## config.mk

```make
export PLATFORM = sky130hd
export DESIGN_NAME = addr_window_decoder
export DESIGN_NICKNAME = d
export VERILOG_FILES = /design/src/rtl/awd_pkg.sv /design/src/rtl/awd_regs.sv /design/src/rtl/awd_match.sv /design/src/rtl/awd_pick.sv /design/src/rtl/addr_window_decoder.sv
export SDC_FILE = /design/constraint.sdc
export NUM_CORES = 1
export LEC_CHECK = 0
export BUFFER_PORTS_ARGS = -buffer_cell sky130_fd_sc_hd__clkbuf_2
export CAP_MARGIN = 20
export CORE_ASPECT_RATIO = 0.7
export CORE_MARGIN = 4
export CORE_UTILIZATION = 30
export CTS_BUF_LIST = sky130_fd_sc_hd__clkbuf_8
export DETAILED_ROUTE_END_ITERATION = 12
export HOLD_SLACK_MARGIN = 0.05
export SLEW_MARGIN = 20
export SYNTH_ARGS = -nofsm -noshare
export SYNTH_HDL_FRONTEND = slang
export SYNTH_SLANG_ARGS = --single-unit
```

## constraint.sdc

```tcl
create_clock -name clk -period 14.1 [get_ports clk]
set_input_delay 2.82 -clock clk [delete_from_list [all_inputs] [get_ports clk]]
set_output_delay 2.82 -clock clk [all_outputs]
set_load 0.01 [all_outputs]
```

## src/rtl/awd_pkg.sv

```systemverilog
package awd_pkg;
  localparam int REG_DW      = 32;
  localparam int GRAN_SHIFT  = 20;
  localparam int CTL_EN_BIT  = 0;
  localparam int CTL_TGT_LSB = 8;
  localparam int SEC_WR_BIT  = 0;
  localparam int SEC_RD_BIT  = 1;
  localparam int LIM_LSB     = 4;
  localparam int DFLT_LSB    = 0;

  typedef enum logic [1:0] {
    SEL_CTL = 2'd0,
    SEL_SEC = 2'd1,
    SEL_LO  = 2'd2,
    SEL_HI  = 2'd3
  } awd_sel_e;
endpackage

```

## src/rtl/awd_regs.sv

```systemverilog
module awd_regs
  import awd_pkg::*;
#(
  parameter int NW = 8,
  parameter int TW = 8,
  parameter int LW = 16,
  parameter int AW = 6
) (
  input  logic              clk,
  input  logic              rst_n,
  input  logic [AW-1:0]     addr,
  input  logic              we,
  input  logic [REG_DW-1:0] wdata,
  output logic [REG_DW-1:0] rdata,
  output logic [NW-1:0]     win_en,
  output logic [NW*TW-1:0]  win_tgt,
  output logic [NW-1:0]     win_wsec,
  output logic [NW-1:0]     win_rsec,
  output logic [NW*LW-1:0]  win_lo,
  output logic [NW*LW-1:0]  win_hi,
  output logic [TW-1:0]     dflt_tgt
);
  localparam int GLOB_IDX = NW * 4;

  logic          en_q   [NW];
  logic          en_d   [NW];
  logic [TW-1:0] tgt_q  [NW];
  logic [TW-1:0] tgt_d  [NW];
  logic          ws_q   [NW];
  logic          ws_d   [NW];
  logic          rs_q   [NW];
  logic          rs_d   [NW];
  logic [LW-1:0] lo_q   [NW];
  logic [LW-1:0] lo_d   [NW];
  logic [LW-1:0] hi_q   [NW];
  logic [LW-1:0] hi_d   [NW];
  logic [TW-1:0] dflt_q;
  logic [TW-1:0] dflt_d;
  logic [REG_DW-1:0] rd_q;
  logic [REG_DW-1:0] rd_d;

  logic [AW-3:0] wsel;
  awd_sel_e      fsel;
  logic          is_win;
  logic          is_glob;

  assign wsel    = addr[AW-1:2];
  assign fsel    = awd_sel_e'(addr[1:0]);
  assign is_win  = (int'(addr) < GLOB_IDX);
  assign is_glob = (int'(addr) == GLOB_IDX);

  // next-state: writes
  always_comb begin
    for (int i = 0; i < NW; i++) begin
      en_d[i]  = en_q[i];
      tgt_d[i] = tgt_q[i];
      ws_d[i]  = ws_q[i];
      rs_d[i]  = rs_q[i];
      lo_d[i]  = lo_q[i];
      hi_d[i]  = hi_q[i];
      if (we && is_win && (int'(wsel) == i)) begin
        case (fsel)
          SEL_CTL: begin
            en_d[i]  = wdata[CTL_EN_BIT];
            tgt_d[i] = wdata[CTL_TGT_LSB +: TW];
          end
          SEL_SEC: begin
            ws_d[i] = wdata[SEC_WR_BIT];
            rs_d[i] = wdata[SEC_RD_BIT];
          end
          SEL_LO:  lo_d[i] = wdata[LIM_LSB +: LW];
          default: hi_d[i] = wdata[LIM_LSB +: LW];
        endcase
      end
    end
    dflt_d = dflt_q;
    if (we && is_glob) dflt_d = wdata[DFLT_LSB +: TW];
  end

  // next-state: readback
  always_comb begin
    rd_d = '0;
    for (int i = 0; i < NW; i++) begin
      if (is_win && (int'(wsel) == i)) begin
        case (fsel)
          SEL_CTL: begin
            rd_d[CTL_EN_BIT]        = en_q[i];
            rd_d[CTL_TGT_LSB +: TW] = tgt_q[i];
          end
          SEL_SEC: begin
            rd_d[SEC_WR_BIT] = ws_q[i];
            rd_d[SEC_RD_BIT] = rs_q[i];
          end
          SEL_LO:  rd_d[LIM_LSB +: LW] = lo_q[i];
          default: rd_d[LIM_LSB +: LW] = hi_q[i];
        endcase
      end
    end
    if (is_glob) rd_d[DFLT_LSB +: TW] = dflt_q;
  end

  always_ff @(posedge clk or negedge rst_n) begin
    if (!rst_n) begin
      for (int i = 0; i < NW; i++) begin
        en_q[i]  <= (i == 0);
        tgt_q[i] <= '0;
        ws_q[i]  <= 1'b0;
        rs_q[i]  <= 1'b0;
        lo_q[i]  <= '0;
        hi_q[i]  <= '0;
      end
      dflt_q <= '0;
      rd_q   <= '0;
    end else begin
      for (int i = 0; i < NW; i++) begin
        en_q[i]  <= en_d[i];
        tgt_q[i] <= tgt_d[i];
        ws_q[i]  <= ws_d[i];
        rs_q[i]  <= rs_d[i];
        lo_q[i]  <= lo_d[i];
        hi_q[i]  <= hi_d[i];
      end
      dflt_q <= dflt_d;
      rd_q   <= rd_d;
    end
  end

  for (genvar g = 0; g < NW; g++) begin : g_flat
    assign win_en[g]             = en_q[g];
    assign win_tgt[g*TW +: TW]   = tgt_q[g];
    assign win_wsec[g]           = ws_q[g];
    assign win_rsec[g]           = rs_q[g];
    assign win_lo[g*LW +: LW]    = lo_q[g];
    assign win_hi[g*LW +: LW]    = hi_q[g];
  end
  assign dflt_tgt = dflt_q;
  assign rdata    = rd_q;

  // a write beyond the global register touches nothing
  a_r9_oob_ignored: assert property (@(posedge clk) disable iff (!rst_n)
    (we && (int'(addr) > GLOB_IDX)) |=> ($stable(dflt_tgt) && $stable(win_en) && $stable(win_lo)));
endmodule

```

## src/rtl/awd_match.sv

```systemverilog
module awd_match #(
  parameter int NW = 8,
  parameter int LW = 16
) (
  input  logic [NW-1:0]    win_en,
  input  logic [NW*LW-1:0] win_lo,
  input  logic [NW*LW-1:0] win_hi,
  input  logic [LW-1:0]    key,
  output logic [NW-1:0]    hit_vec
);
  for (genvar g = 0; g < NW; g++) begin : g_cmp
    logic above_lo;
    logic below_hi;
    assign above_lo   = (key >= win_lo[g*LW +: LW]);
    assign below_hi   = (key <= win_hi[g*LW +: LW]);
    assign hit_vec[g] = win_en[g] && above_lo && below_hi;
  end
endmodule

```

## src/rtl/awd_pick.sv

```systemverilog
module awd_pick #(
  parameter int NW = 8,
  parameter int IW = (NW > 1) ? $clog2(NW) : 1
) (
  input  logic [NW-1:0] req,
  output logic          any,
  output logic [IW-1:0] idx
);
  // lowest index has priority: scan downwards, last assignment wins
  always_comb begin
    any = |req;
    idx = '0;
    for (int i = NW - 1; i >= 0; i--) begin
      if (req[i]) idx = IW'(i);
    end
  end
endmodule

```

## src/rtl/addr_window_decoder.sv

```systemverilog
module addr_window_decoder
  import awd_pkg::*;
#(
  parameter int NUM_WIN = 8,
  parameter int TGT_W   = 8,
  parameter int ADDR_W  = 36,
  parameter int REG_AW  = $clog2(NUM_WIN * 4 + 1)
) (
  input  logic              clk,
  input  logic              rst_n,
  input  logic [REG_AW-1:0] reg_addr,
  input  logic              reg_we,
  input  logic [REG_DW-1:0] reg_wdata,
  output logic [REG_DW-1:0] reg_rdata,
  input  logic [ADDR_W-1:0] lk_addr,
  input  logic              lk_write,
  input  logic              lk_secure,
  output logic              res_hit,
  output logic [TGT_W-1:0]  res_tgt,
  output logic              res_viol
);
  localparam int LIM_W = ADDR_W - GRAN_SHIFT;
  localparam int IDX_W = (NUM_WIN > 1) ? $clog2(NUM_WIN) : 1;

  // reset: asserted asynchronously, released on the clock
  logic [1:0] rsync_q;
  logic       rst_i;
  always_ff @(posedge clk or negedge rst_n) begin
    if (!rst_n) rsync_q <= 2'b00;
    else        rsync_q <= {rsync_q[0], 1'b1};
  end
  assign rst_i = rsync_q[1];

  logic [NUM_WIN-1:0]       win_en;
  logic [NUM_WIN*TGT_W-1:0] win_tgt;
  logic [NUM_WIN-1:0]       win_wsec;
  logic [NUM_WIN-1:0]       win_rsec;
  logic [NUM_WIN*LIM_W-1:0] win_lo;
  logic [NUM_WIN*LIM_W-1:0] win_hi;
  logic [TGT_W-1:0]         dflt_tgt;
  logic [NUM_WIN-1:0]       hit_vec;
  logic                     any_hit;
  logic [IDX_W-1:0]         win_idx;

  awd_regs #(.NW(NUM_WIN), .TW(TGT_W), .LW(LIM_W), .AW(REG_AW)) u_regs (
    .clk      (clk),
    .rst_n    (rst_i),
    .addr     (reg_addr),
    .we       (reg_we),
    .wdata    (reg_wdata),
    .rdata    (reg_rdata),
    .win_en   (win_en),
    .win_tgt  (win_tgt),
    .win_wsec (win_wsec),
    .win_rsec (win_rsec),
    .win_lo   (win_lo),
    .win_hi   (win_hi),
    .dflt_tgt (dflt_tgt)
  );

  awd_match #(.NW(NUM_WIN), .LW(LIM_W)) u_match (
    .win_en  (win_en),
    .win_lo  (win_lo),
    .win_hi  (win_hi),
    .key     (lk_addr[ADDR_W-1:GRAN_SHIFT]),
    .hit_vec (hit_vec)
  );

  awd_pick #(.NW(NUM_WIN), .IW(IDX_W)) u_pick (
    .req (hit_vec),
    .any (any_hit),
    .idx (win_idx)
  );

  logic             hit_d, hit_q;
  logic [TGT_W-1:0] tgt_d, tgt_q;
  logic             viol_d, viol_q;

  always_comb begin
    hit_d  = any_hit;
    tgt_d  = any_hit ? win_tgt[win_idx*TGT_W +: TGT_W] : dflt_tgt;
    viol_d = any_hit && !lk_secure &&
             (lk_write ? win_wsec[win_idx] : win_rsec[win_idx]);
  end

  always_ff @(posedge clk or negedge rst_i) begin
    if (!rst_i) begin
      hit_q  <= 1'b0;
      tgt_q  <= '0;
      viol_q <= 1'b0;
    end else begin
      hit_q  <= hit_d;
      tgt_q  <= tgt_d;
      viol_q <= viol_d;
    end
  end

  assign res_hit  = hit_q;
  assign res_tgt  = tgt_q;
  assign res_viol = viol_q;

  a_r6_miss_default: assert property (@(posedge clk) disable iff (!rst_i)
    !res_hit |-> (res_tgt == $past(dflt_tgt)));
  a_r7_secure_clean: assert property (@(posedge clk) disable iff (!rst_i)
    $past(lk_secure) |-> !res_viol);
  a_r7_miss_clean: assert property (@(posedge clk) disable iff (!rst_i)
    !res_hit |-> !res_viol);
  a_r4_hit_needs_enable: assert property (@(posedge clk) disable iff (!rst_i)
    res_hit |-> ($past(win_en) != '0));
endmodule

```

==> flow_summary.json, run 1 <==
{
  "clock_latency_ns": 0.68,
  "p_clk_share_pct": 30.2,
  "vias_per_cell": 5.30,
  "avgSynthCellArea_um2": 9.28,
  "cts-buffers-inserted": 59,
  "num_rows": 86,
  "synth-edff-count": 0,
  "p_total_uw": 3460,
  "cts.clk_slew.worst_paths_ns": 0.07,
  "crit_type": "primary input to flop",
  "cap_viol_max_count": 0,
  "p_switching_uw": 1230,
  "fill_cells": 8110,
  "fin_crit_sh_pct": 47.4,
  "multi_input_area_um2": 12900,
  "fmax_ghz": 0.150,
  "min_path_type": "flop to asynchronous set/reset pin",
  "slew-limit-headroom_pct": 34.5,
  "remaining_drc_errors": 0,
  "postCtsSetupBuffers": 0,
  "critPathRequiredTime_ns": 14.60,
  "die_w_um": 346,
  "p_int_uw": 2230,
  "status": "finished clean",
  "dpl.hpwl_mm": 58.2,
  "final_common_cell": "dfrtp_1",
  "cts_resized": 0,
  "p_seq_share_pct": 41.0,
  "slew_viol_final": 0,
  "slowest_delay_ns": 0.64,
  "coreArea_um2": 79100,
  "startpoint": "lk_addr[29]",
  "start_kind": "primary input",
  "r2r_setup_slack_ns": 9.84,
  "htreeDepth": 2,
  "vias": 19700,
  "die_height_um": 245,
  "async_reset_ff_share_pct": 100,
  "gp_congestion": 0.891,
  "crit_top_cell": "nand2_1",
  "reg2reg_to": "res_tgt[0]",
  "grt_setup_unrepaired": "false",
  "ys_ff_latch": 384,
  "hold_buffers": 0,
  "post-route-min-period_ns": 6.68,
  "yosys_warnings": 0,
  "ir_worst_vdd_v": 0.0000776,
  "cts_root_buf": "clkbuf_8",
  "clkSinkCount": 384,
  "grt_use_total_pct": 19.1,
  "dr.first_iter.drc_count": 2127,
  "cp_cell_sequence": "clkbuf_2 > ha_1 > nand4_1 > nor4_1 > nand2_1 > o41ai_1 > o211ai_1 > and2_1 > o21a_2 > nor2_4 > nand2_1 > o22ai_1 > a211oi_2",
  "setup_violations": 0,
  "synth_area_um2": 24000,
  "p_sw_share_pct": 35.6,
  "power.share.combinational_pct": 28.7,
  "synthCells": 2592,
  "p_leak_uw": 0.0129,
  "cts_buffer_depth": 3,
  "p_per_area_nw_per_um2": 129,
  "tns_ns": 0,
  "wl_mm": 83.1,
  "overflow": 0,
  "port_buffers": 76,
  "yosysUniqueCellTypes": 75,
  "grt_max_degree": 111,
  "finalHoldViolCount": 0,
  "area_growth_syn_to_layout_pct": 11.2,
  "cpMaxStageDelayCell": "nor2_4",
  "drive_above_1_share_pct": 14.2,
  "die-area_um2": 84800,
  "regArea_um2": 9610,
  "worstReg2RegStart": "u_regs.win_lo[2]",
  "layout.nets": 2960,
  "io_pins": 121,
  "synth_ff_type": "dfrtp_1",
  "seq_area_frac_synth_pct": 40.0,
  "antenna_left": 0,
  "grt_pass1_wl_mm": 123,
  "finClkSkew_ns": 0.0395,
  "r2r.worst_path.cells": 13,
  "antenna_found_initial": 5,
  "layout_common_cells": "dfrtp_1 (382), nand2_1 (337), o21ai_0 (300)",
  "cts_tree": "yes",
  "endpoint_kind": "flop",
  "drtPass1Iterations": 5,
  "critical_path_arrival_ns": 7.17,
  "grt_pass1_vias": 18600,
  "cp_max_fo": 21,
  "tightest_slew_ns": 0.982,
  "start_util_pct": 30.4,
  "wl_per_cell_um": 22.3,
  "crit_end": "res_tgt[0]"
}
[through the flow]
step	setup WS [ns]	instances	area (um2)	utilization [%]	hold slack, ns
after floorplan	2.61	2603	24100	-	0.331
after global placement	6.77	3620	25500	32.2	0.226
after detailed placement	6.81	3620	25500	32.2	0.227
after CTS	7.50	3724	26700	33.8	0.219
after global routing	7.23	3725	26700	33.8	0.237
final	7.42	3725	26700	33.8	0.204
[power groups by stage]
stage / Sequential (uW) / Combinational [uW] / Clock, uW
after detailed placement: 1430 / 975 / 0
after global routing: 1440 / 1110 / 1120
after CTS: 1420 / 982 / 1060
after floorplan: 1420 / 664 / 0
final: 1420 / 995 / 1050
after global placement: 1430 / 958 / 0
[how the worst min path moves through the flow]
stage,start,end,slack (ns),cells past startpoint
after floorplan,rsync_q[0],rsync_q[1],0.33,0
after global placement,rsync_q[1],u_regs.win_hi[8],0.23,0
after detailed placement,rsync_q[1],u_regs.win_hi[9],0.23,0
after CTS,rsync_q[1],u_regs.win_lo[0],0.22,0
after global routing,rsync_q[1],u_regs.win_lo[0],0.24,0
final,rsync_q[1],u_regs.win_lo[0],0.20,0
[flip-flops by register name, summed over array words and instances (netlist names)]
name and count:
u_regs.win_rsec 8, u_regs.win_wsec 8, u_regs.dflt_tgt 8, u_regs.win_lo 128, u_regs.win_tgt 64, res_tgt 8, rsync_q 2, u_regs.win_en 8
u_regs.win_hi 128, res_hit 1, res_viol 1, u_regs.rdata 20
[metal layers]
| layer | share of wire [%] | routed length, um | vias up | GRT usage, % |
|---|---|---|---|---|
| met4 | 1.9 | 1580 | 0 | 3.82 |
| met3 | 10 | 8520 | 97 | 4.95 |
| met5 | 0 | 0 | - | 0 |
| met2 | 41 | 33700 | 814 | 27.0 |
| met1 | 47 | 39200 | 9675 | 29.0 |
| li1 | - | - | 9143 | - |
[synthesized netlist by cell type, types with 13 or more instances]
master,instances,area (um2)
a22oi_1,13,97.6
nor3_1,21,105
nor2_1,124,465
nand4_1,31,194
nand2_1,337,1260
mux2i_1,127,1270
inv_1,255,957
a211oi_1,18,135
o211ai_1,24,180
mux2_2,130,1460
ha_1,256,3200
nand3_1,33,165
nor2b_1,17,106
dfrtp_1,383,9580
a21o_1,23,173
a21oi_1,134,671
o22ai_1,37,231
clkbuf_1,119,447
o21ai_0,300,1500
[area by class of cell]
class | instances | area share (%)
clock inverters | 29 | 0.847
well taps | 1056 | 4.94
diodes | 1 | 0.00936
inverters | 256 | 3.59
clock buffers | 75 | 3.86
repair buffers | 112 | 2.51
flip-flops and latches | 384 | 36.0
multi-input cells | 1812 | 48.3
[worst max-delay path, delay by kind of cell]
kind	cells	cell delay, ns
AND/OR/NAND/NOR	6	2.25
AO/OA/AOI/OAI	5	1.09
adder cells (fa/ha/maj)	1	0.52
buffers and inverters	1	0.46
[logic make-up after synthesis]
group	after synthesis	share of synthesized area, %
DFF	384	40.0
muxes	275	12.5
other	2	0.0312
and+or+nand+nor	617	11.2
buffers and inverters	407	6.74
AOI/OAI and AO/OA	651	16.3
adders and majority gates	256	13.3
Note: power is estimated with default switching activity, not from simulation.
==> run 2, diff against run 1 <==
==> constraint.sdc (replaced) <==
create_clock -name clk -period 6.4 [get_ports clk]
set_input_delay 1.28 -clock clk [delete_from_list [all_inputs] [get_ports clk]]
set_output_delay 1.28 -clock clk [all_outputs]
set_load 0.01 [all_outputs]
==> run 2 against run 1 <==
Setup slack worse by 5.9 ns. Cell count is 0.86% higher. Via count is 0.80% higher. Sequential power is 120% higher. Largest cell class unchanged. Critical path depth is 1 higher. Flip-flop and latch count stayed put. Core utilization is 0.28 points higher. Clock skew is 0.0031 ns lower. Sequential share of layout area is 0.29 points lower. Die area stayed put.
==> flow_summary.json, run 2 (synthesis gave the netlist of run 1 again) <==
{
  "status": "finished clean",
  "cts_buffer_depth": 3,
  "wl_mm": 83.7,
  "cpMaxStageDelayCell": "ha_1",
  "dpl.hpwl_mm": 61.9,
  "num_rows": 86,
  "die_w_um": 346,
  "remaining_drc_errors": 0,
  "slew-limit-headroom_pct": 15.6,
  "dr.first_iter.drc_count": 2049,
  "antenna_left": 0,
  "fill_cells": 8223,
  "layout_common_cells": "dfrtp_1 (382), nand2_1 (337), o21ai_0 (300)",
  "critical_path_arrival_ns": 5.43,
  "post-route-min-period_ns": 4.93,
  "clock_latency_ns": 0.68,
  "coreArea_um2": 79100,
  "cp_max_fo": 24,
  "cts-buffers-inserted": 60,
  "vias_per_cell": 5.29,
  "cp_cell_sequence": "clkbuf_2 > ha_1 > and4_1 > nand2_1 > or2_2 > o221ai_1 > o21ai_0 > a21o_1 > a21oi_4 > o21a_1 > buf_4 > mux2_1 > o22ai_1 > a211oi_2",
  "hold_buffers": 0,
  "io_pins": 121,
  "postCtsSetupBuffers": 0,
  "p_leak_uw": 0.0130,
  "finClkSkew_ns": 0.0364,
  "worst_slack_ns": 1.47,
  "min_path_type": "flop to flop",
  "crit_type": "primary input to flop",
  "postLayoutCellArea_um2": 27000,
  "antenna_found_initial": 3,
  "cts_tree": "yes",
  "cts.clk_slew.worst_paths_ns": 0.07,
  "critPathRequiredTime_ns": 6.90,
  "tns_ns": 0,
  "cp_num_buf_inv": 2,
  "grt_setup_unrepaired": "false",
  "clkSinkCount": 384,
  "port_buffers": 76,
  "tightest_slew_ns": 1.27,
  "fin_cells": 3757,
  "vias": 19900,
  "fin_crit_sh_pct": 77.0,
  "fmax_ghz": 0.203,
  "cts_root_buf": "clkbuf_8",
  "gp_congestion": 0.904,
  "drive_above_1_share_pct": 15.2,
  "wl_per_cell_um": 22.3,
  "start_util_pct": 30.4,
  "die-area_um2": 84800,
  "cap_viol_max_count": 0,
  "grt_use_total_pct": 19.3,
  "final_common_cell": "dfrtp_1",
  "crit_family": "compound AO/OA/AOI/OAI gates",
  "overflow": 0,
  "cts_resized": 0,
  "endpoint_kind": "flop",
  "setup_violations": 0,
  "grt_pass1_wl_mm": 124,
  "p_per_area_nw_per_um2": 283,
  "grt_max_degree": 167,
  "start_kind": "primary input",
  "finalHoldViolCount": 0,
  "dp_slack_ns": 1.00,
  "area_growth_syn_to_layout_pct": 12.1,
  "dpl.cell_count": 3642,
  "layout.nets": 2983,
  "slew_viol_final": 0,
  "die_height_um": 245,
  "ir_worst_vdd_v": 0.000170,
  "drtPass1Iterations": 6,
  "postPlaceCellArea_um2": 25700,
  "htreeDepth": 2,
  "grt_pass1_vias": 19200,
  "slowest_delay_ns": 0.48
}
run 2: changes by cell type in the layout (fill, tap and decap cells not counted), moves of 3 or more:
cell	previous run	this run
clkinv_2	10	18
clkinvlp_4	0	3
buf_4	35	54
buf_12	1	4
run 2: report_power, final:
group | switching, uW | internal [uW]
Clock | 1110 | 1170
Sequential | 282 | 2860
Combinational | 1350 | 866
Total | 2740 | 4890
run 2: metrics by stage:
stage / util [%] / hold slack, ns / total power (uW)
final: 34.1 / 0.352 / 7640
after global routing: 34.1 / 0.335 / 8090
after CTS: 34.1 / 0.328 / 7630
after detailed placement: 32.5 / 0.336 / 5340
after global placement: 32.5 / 0.334 / 5290
after floorplan: - / 0.331 / 4590
run 2: cell type report:
type	instances	area (um2)	share of cell area [%]
tap	1056	1320	4.90
antenna	2	5.00	0.0186
inverter	256	961	3.56
multi-input combinational	1812	12900	47.9
clock buffer	74	1020	3.78
timing repair buffer	134	875	3.24
sequential	384	9610	35.7
clock inverter	39	259	0.961
run 2: final timing paths:
check                                    from  depth (start not counted)  slack, ns            endpoint
max reg2reg                u_regs.win_hi[125]                         14       2.27          res_tgt[6]
min in group asynchronous               rst_n                          1       0.37          rsync_q[1]
min                                rsync_q[0]                          0       0.35          rsync_q[1]
min reg2reg                        rsync_q[0]                          0       0.35          rsync_q[1]
max                               lk_addr[26]                         14       1.47          res_tgt[6]
max in group asynchronous          rsync_q[1]                          1       4.52  u_regs.win_lo[105]
run 2: routing by layer:
metal | share of wire [%] | routed length, um | up-vias | global-route usage [%]
met4 | 1.9 | 1630 | 2 | 3.92
li1 | - | - | 9202 | -
met3 | 11 | 9590 | 117 | 7.49
met1 | 46 | 38300 | 9777 | 27.6
met2 | 41 | 34100 | 789 | 27.5
met5 | 0.016 | 13 | - | 0
